[src/rtl/hpd_pkg.sv]
// Shared constants for the host port outbound DMA read block.
// Assumes nothing beyond a default word width.
package hpd_pkg;
    parameter int HPD_DATA_W = 32;
endpackage

[src/rtl/hpd_hold_stage.sv]
// Holding register stage: the internal DMA engine writes it, and the output
// stage takes from it. Assumes `take` is only raised while the stage is full.
// A write in the same cycle as a take refills the register.
module hpd_hold_stage #(
    parameter int DATA_W = hpd_pkg::HPD_DATA_W
) (
    input  logic              clk,
    input  logic              rst_n,
    input  logic              wr,
    input  logic [DATA_W-1:0] wdata,
    input  logic              take,
    output logic              empty,
    output logic [DATA_W-1:0] data
);
    // Empty flag: set on reset or on a take, cleared by a write.
    always_ff @(posedge clk) begin
        if (!rst_n)    empty <= 1'b1;
        else if (wr)   empty <= 1'b0;
        else if (take) empty <= 1'b1;
    end

    // Data capture from the internal engine.
    always_ff @(posedge clk) begin
        if (!rst_n)  data <= '0;
        else if (wr) data <= wdata;
    end

    p_take_empties_r4: assert property (@(posedge clk) disable iff (!rst_n)
        take && !wr |=> empty);
    p_write_fills_r5: assert property (@(posedge clk) disable iff (!rst_n)
        wr |=> !empty);
endmodule

[src/rtl/hpd_out_stage.sv]
// Output register stage that the external master reads by acknowledge.
// Assumes `load` is only raised while the stage is empty. An acknowledge
// while the stage is empty changes nothing.
module hpd_out_stage #(
    parameter int DATA_W = hpd_pkg::HPD_DATA_W
) (
    input  logic              clk,
    input  logic              rst_n,
    input  logic              load,
    input  logic [DATA_W-1:0] ldata,
    input  logic              ack,
    output logic              full,
    output logic [DATA_W-1:0] data
);
    // Full flag: set by a load, cleared by an acknowledged read.
    always_ff @(posedge clk) begin
        if (!rst_n)          full <= 1'b0;
        else if (load)       full <= 1'b1;
        else if (ack && full) full <= 1'b0;
    end

    // Word capture from the holding stage.
    always_ff @(posedge clk) begin
        if (!rst_n)    data <= '0;
        else if (load) data <= ldata;
    end

    p_read_clears_r3: assert property (@(posedge clk) disable iff (!rst_n)
        ack && full |=> !full);
    p_empty_ack_ignored_r7: assert property (@(posedge clk) disable iff (!rst_n)
        !full && !load |=> !full && $stable(data));
    p_load_fills_r4: assert property (@(posedge clk) disable iff (!rst_n)
        load |=> full);
endmodule

[src/rtl/hostport_dma_rd.sv]
// Top of the host port outbound DMA read handshake. It joins the holding and
// output stages, moves a word across whenever the output is empty and the
// holding register is full, gates the external request with the mode bit,
// and drives the bus only during an acknowledge.
module hostport_dma_rd #(
    parameter int DATA_W = hpd_pkg::HPD_DATA_W
) (
    input  logic              clk,
    input  logic              rst_n,
    input  logic              rx_req_en,
    output logic              ext_req,
    input  logic              ext_ack,
    output logic [DATA_W-1:0] dout,
    output logic              dout_oe,
    input  logic              hold_wr,
    input  logic [DATA_W-1:0] hold_wdata,
    output logic              hold_empty,
    output logic              out_full
);
    logic              move;
    logic [DATA_W-1:0] hold_data;
    logic [DATA_W-1:0] out_data;

    // Transfer decision between the two stages.
    always_comb move = !hold_empty && !out_full;

    hpd_hold_stage #(.DATA_W(DATA_W)) u_hold (
        .clk   (clk),
        .rst_n (rst_n),
        .wr    (hold_wr),
        .wdata (hold_wdata),
        .take  (move),
        .empty (hold_empty),
        .data  (hold_data)
    );

    hpd_out_stage #(.DATA_W(DATA_W)) u_out (
        .clk   (clk),
        .rst_n (rst_n),
        .load  (move),
        .ldata (hold_data),
        .ack   (ext_ack),
        .full  (out_full),
        .data  (out_data)
    );

    // External request and zero-wait bus drive.
    always_comb begin
        ext_req = out_full && rx_req_en;
        dout_oe = ext_ack;
        dout    = ext_ack ? out_data : '0;
    end

    p_req_drops_after_read_r2: assert property (@(posedge clk) disable iff (!rst_n)
        ext_req && ext_ack |=> !ext_req);
endmodule

[config.mk]
export PLATFORM = sky130hd
export DESIGN_NAME = hostport_dma_rd
export DESIGN_NICKNAME = d
export VERILOG_FILES = /design/src/rtl/hpd_pkg.sv /design/src/rtl/hpd_hold_stage.sv /design/src/rtl/hpd_out_stage.sv /design/src/rtl/hostport_dma_rd.sv
export SDC_FILE = /design/constraint.sdc
export NUM_CORES = 1
export LEC_CHECK = 0
export ABC_CLOCK_PERIOD_IN_PS = 2600
export CAP_MARGIN = 20
export CORE_MARGIN = 4
export CORE_UTILIZATION = 35
export DETAILED_ROUTE_END_ITERATION = 10
export PLACE_DENSITY = 0.64
export SYNTH_ARGS = -nofsm -noshare
export SYNTH_HDL_FRONTEND = slang
export SYNTH_SLANG_ARGS = --single-unit
[constraint.sdc]
create_clock -name clk -period 2.6 [get_ports clk]
set_input_delay 0.26 -clock clk [delete_from_list [all_inputs] [get_ports clk]]
set_output_delay 0.26 -clock clk [all_outputs]
set_load 0.005 [all_outputs]
## Yosys cells after proc, flatten, opt, wreduce, memory -nomap -nowiden

Cells that the tools add are included.

- Bits in registers: 66
- Logic and storage cells: 16
- Output and inout port bits: 36

- Reductions and logical operators: 7
- Mux-type cells: 5

Operators with widths:

| operator | count |
|---|---|
| two-way mux 32 bit | 1 |
| two-way mux 1 bit | 4 |
| nonzero test 2 bit | 2 |
| logical AND 1 bit | 3 |
| zero test 1 bit | 2 |

## Longest topological paths before layout

- Word-level depth: 4
- Depth in mapped cells: 5
- Depth with buffers taken out: 2

## Hierarchy

A second synthesis with hierarchy kept.

- Cells, all modules: 250
- Area, all modules: 2822.7 sq um

Modules (own cells, without submodules):

| module | seq. area each (sq um) | cells each | times used | area an instance (sq um) |
|---|---|---|---|---|
| hpd_out_stage | 660.6 | 106 | 1 | 1277.5 |
| hpd_hold_stage | 660.6 | 106 | 1 | 1272.5 |
| hostport_dma_rd | 0.0 | 38 | 1 | 272.8 |

## Least setup slack after synthesis

No wires, ideal clock.

- Path type: register to register
- Start point: reg u_out.full
- End point: reg u_out.data[12]
- Arrival: 0.969 ns
- Required time: 2.533 ns
- Library setup time: 0.067 ns
- Slack: 1.564 ns
- Cell stages (with the launch flop): 5
- Cell sequence: dfxtp_1 -> buf_6 -> or2_4 -> buf_6 -> o21ai_2

- Longest elaborated chain between the ends: 2

RTL lines:

| element | line | RTL |
|---|---|---|
| start, declared | hpd_out_stage.sv:12 | `output logic full,` |
| start signal, assigned | hpd_out_stage.sv:17 | `if (!rst_n) full <= 1'b0;` |
| start signal, assigned | hpd_out_stage.sv:18 | `else if (load) full <= 1'b1;` |
| start signal, assigned | hpd_out_stage.sv:19 | `else if (ack && full) full <= 1'b0;` |
| zero test 1 bit | hostport_dma_rd.sv:25 | `always_comb move = !hold_empty && !out_full;` |
| logical AND 1 bit | hostport_dma_rd.sv:25 |  |
| end signal, assigned | hpd_out_stage.sv:25 | `else if (load) data <= ldata;` |
| end, declared | hpd_out_stage.sv:13 | `output logic [DATA_W-1:0] data` |

No other way between the ends.
A chain may end at the register's enable or synchronous reset.

## Worst setup path in the final report

- Start point: in ext_ack
- End point: out dout[5]

- Longest elaborated chain between the ends: 1

RTL lines:

| element | line | RTL |
|---|---|---|
| start, declared | hostport_dma_rd.sv:12 | `input logic ext_ack,` |
| two-way mux 32 bit | hostport_dma_rd.sv:51 | `dout = ext_ack ? out_data : '0;` |
| end, declared | hostport_dma_rd.sv:13 | `output logic [DATA_W-1:0] dout,` |

No other way between the ends.

==> impl_metrics.csv <==
group,metric,value,unit
setup_path,arrival,1.72,ns
routing,vias,2133,
power,p_int,1.75,mW
floorplanning,die_y,98.2,um
timing,rsz0062_at_grt,"no",
floorplanning,die_w,98.2,um
floorplanning,io_pins,73,
layout,diodes,0,
timing,fin_crit,1.98,ns
synth,postSynthCellCount,294,
routing,drt-initial-drc-count,72,
clock_network,clk-insertion-delay-late,0.33,ns
floorplanning,fp-row-count,32,
power,power_frac_seq,0.472,
timing,max_slew_margin,0.554,
timing,drv_slew,0,
clock_network,cts_tree,"built",
synth,synth_simple_gate_area_frac,0.193,
clock_network,cts_setup_buffers,0,
synth,yosys_warnings,0,
setup_path,critical_path_required,2.34,ns
layout,drive_gt1_frac,0.126,
routing,ant_nets,0,
setup_path,worstSetupStartpointType,"primary input",
layout,multi_input_area,0.00136,mm^2
synth,synth_area,0.00285,mm^2
layout,final_util,0.487,
synth,muxShareOfSynthArea,0.113,
synth,syn_nets,331,
timing,finalSetupTns,0,ns
timing,fin_skew,0.00773,ns
synth,synth_fa_ha_area_frac,0,
power,pwr-share-clk,0.424,
timing,worst_slew_pin_slew,0.668,ns
synth,synth_cell_types,16,
synth,synth-seq-area-share,0.464,
synth,synth_compound_area_frac,0.171,
run_status,status,"finished clean",
floorplanning,start_util,0.365,
global_routing,grt_first_pass_wirelength,10.3,mm
hold_path,hp-class,"in -> reg",
timing,hold_ws,0.443,ns
timing,period_share,0.760,
setup_path,cp-end-kind,"output port",
setup_path,worst_path_max_delay_cell,"clkdlybuf4s50_1",
timing,setup_viol,0,
layout,nets,390,
layout,regArea,0.00132,mm^2
routing,via_per_inst,4.64,
clock_network,clock_path_buffers,2,
clock_network,post_cts_resized,0,
routing,detail_route.wl_per_cell,13.5,um
layout,final_cell_area,0.00380,mm^2
setup_path,crit_top_cell,"clkdlybuf4s50_1",
clock_network,cts.hold.buffers_added,0,
global_routing,grt.total_usage,0.132,
placement,hpwlAfterDp,3.89,mm
clock_network,h-tree-depth,3,
clock_network,numCtsBuffers,9,
flow_run,cap_violations,0,
placement,io_buffers,72,
synth,yosys.area_share.xor_xnor,0,
layout,area_growth,33.5,%
global_routing,antenna_found_initial,0,
placement,placed_area,0.00357,mm^2
timing,hold_violations,0,
floorplanning,die-area,0.00964,mm^2
setup_path,crit_fanout,34,
routing,routed_wl,6.20,mm
power,total_power,2.28,mW
synth,synth_top_family_by_area,"simple AND/OR/NAND/NOR gates",
power,peakVddDrop,0.000283,V
global_routing,grt-ovfl-total,0,
setup_path,crit_type,"in -> out",
synth,avgSynthCellArea,9.68,um^2
power,p_leak,1.42,nW
routing,route.detailed.drc,0,
power,swShare,0.235,
power,power_switching,0.537,mW
global_routing,grt_pass1_vias,2054,
layout,fillerInstances,794,
power,p_comb_frac,0.104,
power,powerDensity,601,mW/mm^2
global_routing,grt_max_degree,60,
clock_network,cts_root_buffer,"clkbuf_8",
clock_network,clk_pin_slew_worst_paths,0.07,ns
synth,ys_ff_latch,66,
floorplanning,core-area,0.00781,mm^2
clock_network,clock_sinks,66,
setup_path,cp_cell_sequence,"clkdlybuf4s50_1 > buf_4 > and2_1 > clkdlybuf4s50_1",
routing,first_pass_iters,4,
placement,place_congestion,0.701,
timing,max_freq,506,MHz
setup_path,worst_path_largest_cell_delay,0.51,ns
[cell type report]
type / count / share of cell area
Timing Repair Buffer: 78 / 0.202
Clock inverter: 6 / 0.0237
Sequential cell: 66 / 0.348
Multi-Input combinational cell: 198 / 0.357
Tap cell: 102 / 0.0336
Clock buffer: 10 / 0.0362
[synth_stat cells]
cell type	n	area, um^2
nand2_1	32	120
buf_6	4	45.0
nand2b_1	1	6.26
nor2b_1	33	206
clkbuf_1	15	56.3
buf_4	5	37.5
buf_2	6	30.0
o21ai_1	10	50.1
o211ai_1	32	240
and2_1	33	206
dfxtp_1	66	1320
o21ai_2	19	166
a21boi_2	1	11.3
mux2i_1	32	320
o21ai_0	4	20.0
or2_4	1	8.76
[logic make-up after synthesis]
kind of cell,Yosys count
AOI/OAI and AO/OA,66
and+or+nand+nor,100
buffers and inverters,30
DFF,66
muxes,32
[placed cells by master (no fill, tap or decap), types with 10 or more instances in the layout]
cell             instances
nor2b_1                 33
o21ai_2                 19
clkdlybuf4s50_1         70
dfxtp_1                 66
clkbuf_8                10
o211ai_1                32
nand2_1                 32
mux2i_1                 32
and2_1                  33
o21ai_1                 10
[critical path, delay by kind of cell]
family	cells	cell delay [ns]
buf+inv	3	1.24
simple gates	1	0.20
[flip-flops by register name, summed over array words and instances (netlist names)]
signal,flops
u_hold.data,32
u_hold.empty,1
u_out.data,32
u_out.full,1
[through the flow]
step                      std cells  worst slack, ns
after global routing            460            0.541
after CTS                       460            0.607
after detailed placement        444            0.620
after global placement          444            0.618
final                           460            0.623
after floorplan                 294             1.56
[metal layers]
layer | vias to the layer above | share of wire | global-route usage
met5 | - | 0 | 0
li1 | 1111 | - | -
met1 | 963 | 0.50 | 0.177
met2 | 52 | 0.43 | 0.199
met4 | 0 | 0.014 | 0.0441
met3 | 7 | 0.056 | 0.0464
[worst paths after layout]
check / cells past startpoint / startpoint / slack [ns] / to
max reg2reg: 2 / u_out.full / 1.14 / u_out.data[31]
min: 3 / hold_wr / 0.44 / u_hold.data[23]
min reg2reg: 2 / u_hold.data[5] / 0.45 / u_out.data[5]
max: 4 / ext_ack / 0.62 / dout[5]
[power by group through the flow]
stage / Clock, mW / Sequential, mW / Combinational, mW
2_1_floorplan: 0 / 1.09 / 0.150
3_3_place_gp: 0 / 1.10 / 0.238
3_5_place_dp: 0 / 1.10 / 0.241
4_1_cts: 0.992 / 1.08 / 0.242
5_1_grt: 1.04 / 1.08 / 0.263
6_report: 0.968 / 1.08 / 0.237
Power figures use the tool's default switching activity.
